[src/rtl/xf_pkg.sv]
package xf_pkg;
  typedef logic [7:0] byte_t;
  localparam byte_t CODE_RESUME = 8'h11;
  localparam byte_t CODE_STOP   = 8'h13;
  typedef enum logic {CK_RESUME = 1'b0, CK_STOP = 1'b1} ctrl_kind_e;

  function automatic logic is_ctrl(input byte_t b);
    return (b == CODE_RESUME) || (b == CODE_STOP);
  endfunction

  function automatic byte_t kind_code(input ctrl_kind_e k);
    return (k == CK_STOP) ? CODE_STOP : CODE_RESUME;
  endfunction
endpackage

[src/rtl/xf_rx_filter.sv]
module xf_rx_filter
  import xf_pkg::*;
(
  input  logic  clk_i,
  input  logic  rst_ni,
  input  logic  urx_valid_i,
  input  byte_t urx_data_i,
  output logic  urx_ready_o,
  output logic  rxq_valid_o,
  output byte_t rxq_data_o,
  input  logic  rxq_ready_i,
  output logic  paused_o
);
  logic ctrl_hit;
  logic paused_q;

  assign ctrl_hit    = is_ctrl(urx_data_i);
  // control bytes never wait on the queue
  assign urx_ready_o = ctrl_hit ? 1'b1 : rxq_ready_i;
  assign rxq_valid_o = urx_valid_i && !ctrl_hit;
  assign rxq_data_o  = urx_data_i;

  always_ff @(posedge clk_i or negedge rst_ni) begin
    if (!rst_ni) begin
      paused_q <= 1'b0;
    end else if (urx_valid_i && ctrl_hit) begin
      paused_q <= (urx_data_i == CODE_STOP);
    end
  end

  assign paused_o = paused_q;
endmodule

[src/rtl/xf_watermark.sv]
module xf_watermark
  import xf_pkg::*;
#(
  parameter int LEVEL_W    = 5,
  parameter int HIGH_WATER = 24,
  parameter int LOW_WATER  = 8
) (
  input  logic               clk_i,
  input  logic               rst_ni,
  input  logic [LEVEL_W-1:0] level_i,
  input  logic               take_i,
  output logic               pend_o,
  output ctrl_kind_e         kind_o
);
  localparam logic [LEVEL_W-1:0] HI = LEVEL_W'(HIGH_WATER);
  localparam logic [LEVEL_W-1:0] LO = LEVEL_W'(LOW_WATER);

  logic       stop_q;
  logic       pend_q;
  ctrl_kind_e kind_q;
  logic       req_stop, req_resume;

  assign req_stop   = !stop_q && (level_i >= HI);
  assign req_resume =  stop_q && (level_i <= LO);

  always_ff @(posedge clk_i or negedge rst_ni) begin
    if (!rst_ni) begin
      stop_q <= 1'b0;
      pend_q <= 1'b0;
      kind_q <= CK_RESUME;
    end else if (req_stop) begin
      stop_q <= 1'b1;
      pend_q <= 1'b1;
      kind_q <= CK_STOP;
    end else if (req_resume) begin
      stop_q <= 1'b0;
      pend_q <= 1'b1;
      kind_q <= CK_RESUME;
    end else if (take_i) begin
      pend_q <= 1'b0;
    end
  end

  assign pend_o = pend_q;
  assign kind_o = kind_q;
endmodule

[src/rtl/xf_tx_arbiter.sv]
module xf_tx_arbiter
  import xf_pkg::*;
(
  input  logic       clk_i,
  input  logic       rst_ni,
  input  logic       paused_i,
  input  logic       pend_i,
  input  ctrl_kind_e kind_i,
  output logic       take_o,
  input  logic       txq_valid_i,
  input  byte_t      txq_data_i,
  output logic       txq_ready_o,
  output logic       utx_valid_o,
  output byte_t      utx_data_o,
  input  logic       utx_ready_i
);
  logic  slot_q;
  byte_t data_q;
  logic  load;

  // slot is free or being emptied this cycle
  assign load        = !slot_q || utx_ready_i;
  assign take_o      = load && pend_i;
  assign txq_ready_o = load && !pend_i && !paused_i;

  always_ff @(posedge clk_i or negedge rst_ni) begin
    if (!rst_ni) begin
      slot_q <= 1'b0;
      data_q <= '0;
    end else if (load) begin
      if (pend_i) begin
        slot_q <= 1'b1;
        data_q <= kind_code(kind_i);
      end else if (txq_valid_i && !paused_i) begin
        slot_q <= 1'b1;
        data_q <= txq_data_i;
      end else begin
        slot_q <= 1'b0;
      end
    end
  end

  assign utx_valid_o = slot_q;
  assign utx_data_o  = data_q;
endmodule

[src/rtl/xonxoff_flow_ctrl.sv]
module xonxoff_flow_ctrl
  import xf_pkg::*;
#(
  parameter int LEVEL_W    = 5,
  parameter int HIGH_WATER = 24,
  parameter int LOW_WATER  = 8
) (
  input  logic               clk_i,
  input  logic               rst_ni,
  input  logic               urx_valid_i,
  input  logic [7:0]         urx_data_i,
  output logic               urx_ready_o,
  output logic               rxq_valid_o,
  output logic [7:0]         rxq_data_o,
  input  logic               rxq_ready_i,
  input  logic [LEVEL_W-1:0] rxq_level_i,
  input  logic               txq_valid_i,
  input  logic [7:0]         txq_data_i,
  output logic               txq_ready_o,
  output logic               utx_valid_o,
  output logic [7:0]         utx_data_o,
  input  logic               utx_ready_i,
  output logic               paused_o
);
  logic       paused;
  logic       pend;
  logic       take;
  ctrl_kind_e kind;

  xf_rx_filter u_rx (
    .clk_i       (clk_i),
    .rst_ni      (rst_ni),
    .urx_valid_i (urx_valid_i),
    .urx_data_i  (urx_data_i),
    .urx_ready_o (urx_ready_o),
    .rxq_valid_o (rxq_valid_o),
    .rxq_data_o  (rxq_data_o),
    .rxq_ready_i (rxq_ready_i),
    .paused_o    (paused)
  );

  xf_watermark #(
    .LEVEL_W    (LEVEL_W),
    .HIGH_WATER (HIGH_WATER),
    .LOW_WATER  (LOW_WATER)
  ) u_wm (
    .clk_i   (clk_i),
    .rst_ni  (rst_ni),
    .level_i (rxq_level_i),
    .take_i  (take),
    .pend_o  (pend),
    .kind_o  (kind)
  );

  xf_tx_arbiter u_tx (
    .clk_i       (clk_i),
    .rst_ni      (rst_ni),
    .paused_i    (paused),
    .pend_i      (pend),
    .kind_i      (kind),
    .take_o      (take),
    .txq_valid_i (txq_valid_i),
    .txq_data_i  (txq_data_i),
    .txq_ready_o (txq_ready_o),
    .utx_valid_o (utx_valid_o),
    .utx_data_o  (utx_data_o),
    .utx_ready_i (utx_ready_i)
  );

  assign paused_o = paused;
endmodule

[config.mk]
export PLATFORM = sky130hd
export DESIGN_NAME = xonxoff_flow_ctrl
export DESIGN_NICKNAME = d
export VERILOG_FILES = /design/src/rtl/xf_pkg.sv /design/src/rtl/xf_rx_filter.sv /design/src/rtl/xf_watermark.sv /design/src/rtl/xf_tx_arbiter.sv /design/src/rtl/xonxoff_flow_ctrl.sv
export SDC_FILE = /design/constraint.sdc
export NUM_CORES = 1
export LEC_CHECK = 0
export BUFFER_PORTS_ARGS = -buffer_cell sky130_fd_sc_hd__buf_4
export CAP_MARGIN = 20
export CORE_UTILIZATION = 38
export DETAILED_ROUTE_END_ITERATION = 10
export HOLD_SLACK_MARGIN = 0.06
export PLACE_DENSITY = 0.77
export SLEW_MARGIN = 20
export SYNTH_ARGS = -nofsm -noshare
export SYNTH_HDL_FRONTEND = slang
export SYNTH_SLANG_ARGS = --single-unit
[constraint.sdc]
create_clock -name clk_i -period 1.4 [get_ports clk_i]
set_input_delay 0.28 -clock clk_i [delete_from_list [all_inputs] [get_ports clk_i]]
set_output_delay 0.28 -clock clk_i [all_outputs]
set_load 0.05 [all_outputs]
==> out/metrics.csv <==
metric;value;unit
# H-tree levels;1;
io pins;48;
Mapped Area;632;um^2
Hold EP;u_tx.utx_data_o[2];
antenna-violating nets left;0;
pwr/cell area;1220;nW/um^2
area of the core;1520;um^2
Lkg Pwr;0.546;nW
Worst slew margin;71.8;%
Req. time, crit path;1.12;ns
setup ws final;-0.0119;ns
GR Util met3;6.38;%
CP startpoint kind;input port;
1st-iter DRT viols;14;
total wire length;1.50;mm
Synth Area in Simple Gates;18.4;%
total CTS buffers;3;
Gate Count Post-Synth;54;
Worst path slowest cell;nor4b_4;
Clock Tree Buf Depth;2;
min-delay src;txq_data_i[2];
Worst R2R End;u_tx.utx_data_o[6];
r2r startpoint;u_tx.utx_valid_o;
YS warnings;0;
RSZ-0062 raised after global routing;yes;
Starting Density;41.5;%
Hold Path Stages;2;
compound-cell area share of the yosys netlist;16.2;%
placed cell count;109;
most frequent CP cell;buf_8;
CP peak stage delay;0.30;ns
vias per cell;4.84;
placed cell areas;967;um^2
CTS tree;yes;
Peak VDD IR;0.000898;V
post-synthesis mux area share;5.35;%
Synth Area in XOR/XNOR;0;%
Least-Margin Pin Slew;0.421;ns
total track usage;19.0;%
antenna violations before repair;0;
Die Wd;42.8;um
met1 usage;20.1;%
Filler cells;108;
Skew-Pair Late Insertion Delay;0.28;ns
reg2reg setup slack;0.06;ns
die footprint;1830;um^2
std cell rows;14;
share of cells above drive strength 1;64.0;%
GPL Wtd Cong;0.736;
pin count of the biggest net entering global routing;13;
post-layout instance area;1060;um^2
sequential share of the synthesized area;47.5;%
met2 usage;33.0;%
Hold Path Class;input port to register;
antenna fix cells;0;
Final min period;1.41;ns
final design utilization;69.5;%
CTS sink count;12;
DPL Wire Length;1.15;mm
first-pass GRT wire length;2.53;mm
drt drc;0;
endpoints failing hold;0;
Worst Path Max Fanout;2;
total grt overflow;0;
Adder-Cell Fraction of Synth Area;0;%
Final Non-Filler Cells;116;
worst clock skew;0.00374;ns
r2r worst-path depth;4;
Synthesized Nets;81;
WL/cell;12.9;um
Design Power;1.29;mW
worst-path cell chain;buf_8, nor4b_4, nand3_1, and2_4, buf_8;
max_cap viols;0;
Syn Area/Cell;11.7;um^2
register bit total from synthesis;12;
final setup vio count;1;
IO buf count;47;
failing checks;negative setup slack;
Die Ht;42.8;um
CP bufs+invs;2;
GR peak layer;met2;
Tcrit/Tclk final;101;%
Synth-to-Final Area Change;67.5;%
clk root buf;clkbuf_4;
Crit. End Element;primary output;
Fmax;0.708;GHz
unique cell type count in the Yosys netlist;23;
clk slew on worst S/H paths;0.07;ns
Final TNS setup;-0.0119;ns
status;finished with violations;
CP startpoint;urx_data_i[7];
largest family of logic cells by synthesized area;simple AND/OR/NAND/NOR gates;
Vias;562;
Critical Path AT;1.13;ns
nets;128;
max-slew violation count;0;
Setup CP Type;input port to primary output;
vias in the first global route;572;
first drt pass iteration count;4;
Crit path max-delay family;simple AND/OR/NAND/NOR gates;
[cells in the final DEF (no fill, tap or decap)]
| cell | n |
|---|---|
| a22o_1 | 5 |
| nor2_1 | 1 |
| and2_4 | 1 |
| o21ai_0 | 2 |
| mux2_2 | 1 |
| nor2b_4 | 1 |
| nand2_1 | 2 |
| dlygate4sd3_1 | 1 |
| nand3b_1 | 1 |
| or3_1 | 1 |
| nor4b_4 | 2 |
| o211ai_1 | 1 |
| clkbuf_8 | 1 |
| inv_1 | 5 |
| o31ai_1 | 1 |
| clkbuf_4 | 3 |
| mux2_1 | 1 |
| o21bai_4 | 1 |
| mux2_4 | 1 |
| nor2b_1 | 1 |
| nand3_1 | 1 |
| nor3_4 | 1 |
| nand2b_1 | 1 |
| nand4_1 | 1 |
| buf_4 | 44 |
| dfrtp_2 | 3 |
| dfrtp_1 | 9 |
| a22oi_1 | 2 |
| buf_8 | 2 |
| buf_6 | 3 |
[state kept, by name, summed over array words and instances, names as in the netlist]
name,count
u_wm.pend_o,1
u_tx.utx_valid_o,1
u_wm.stop_q,1
u_tx.utx_data_o,8
u_rx.paused_o,1
[cells in the mapped netlist]
cell type | instances | area share (%)
nand2_1 | 2 | 1.2
a22o_1 | 5 | 6.9
nor2_1 | 1 | 0.59
inv_1 | 5 | 3.0
nor4b_4 | 2 | 7.5
o21ai_0 | 2 | 1.6
o211ai_1 | 1 | 1.2
dfrtp_1 | 12 | 48
nor3_1 | 1 | 0.79
and2_1 | 1 | 0.99
nor2b_1 | 1 | 0.99
mux2_1 | 1 | 1.8
nor2b_2 | 1 | 1.4
or3_1 | 1 | 0.99
nand3b_1 | 1 | 1.2
o31ai_1 | 1 | 1.2
nand2b_1 | 1 | 0.99
nand3_1 | 1 | 0.79
nand4_1 | 1 | 0.99
mux2_2 | 2 | 3.6
buf_4 | 8 | 9.5
a22oi_1 | 2 | 2.4
o21bai_4 | 1 | 3.0
[logic make-up (layout without fill, tap and decap cells)]
logic type / after synthesis / in the layout
simple gates: 14 / 14
buf+inv: 13 / 59
compound gates: 12 / 12
flops: 12 / 12
mux: 3 / 3
[report_power, final]
part	total (mW)	leakage, nW	internal, mW	switching, mW
Clock	0.273	0.0210	0.158	0.115
Combinational	0.576	0.383	0.226	0.350
Sequential	0.440	0.141	0.402	0.0379
[stage by stage]
step                      hold slack (ns)  worst slack, ns
after floorplan                   -0.0156          0.00211
after global placement              0.124          -0.0240
after detailed placement            0.130          -0.0841
after CTS                           0.215          -0.0147
after global routing                0.215          -0.0458
final                               0.226          -0.0119
[worst max-delay path by stage]
stage	to	slack, ns	cells past startpoint
floorplan	u_tx.utx_data_o[1]	0.002	3
global placement	rxq_valid_o	-0.02	5
detailed placement	rxq_valid_o	-0.08	5
CTS	rxq_valid_o	-0.01	5
global route	rxq_valid_o	-0.05	5
finish	rxq_valid_o	-0.01	5
[per-layer routing]
| metal | wire length, um | up-vias |
|---|---|---|
| met1 | 581 | 262 |
| met5 | 0 | - |
| met4 | 21 | 0 |
| met3 | 76 | 4 |
| met2 | 823 | 20 |
| li1 | - | 276 |
[area by class of cell]
type                    count  area (um^2)  share of cell area [%]
multi-input cells          29          275                    26.0
well taps                  16         20.0                    1.89
repair buffers             50          404                    38.2
inverters                   5         18.8                    1.77
flip-flops and latches     12          304                    28.7
clock buffers               4         36.3                    3.43
[repair_timing]
item                                    in CTS  in global routing
resized for setup                            8                  1
pin swaps                                    3                  2
setup buffers                                1                  1
endpoints found under the setup margin       3                  3
hold buffers                                 1                  0
hold endpoints to repair                    12                  0
(Power assumes the default switching activity.)
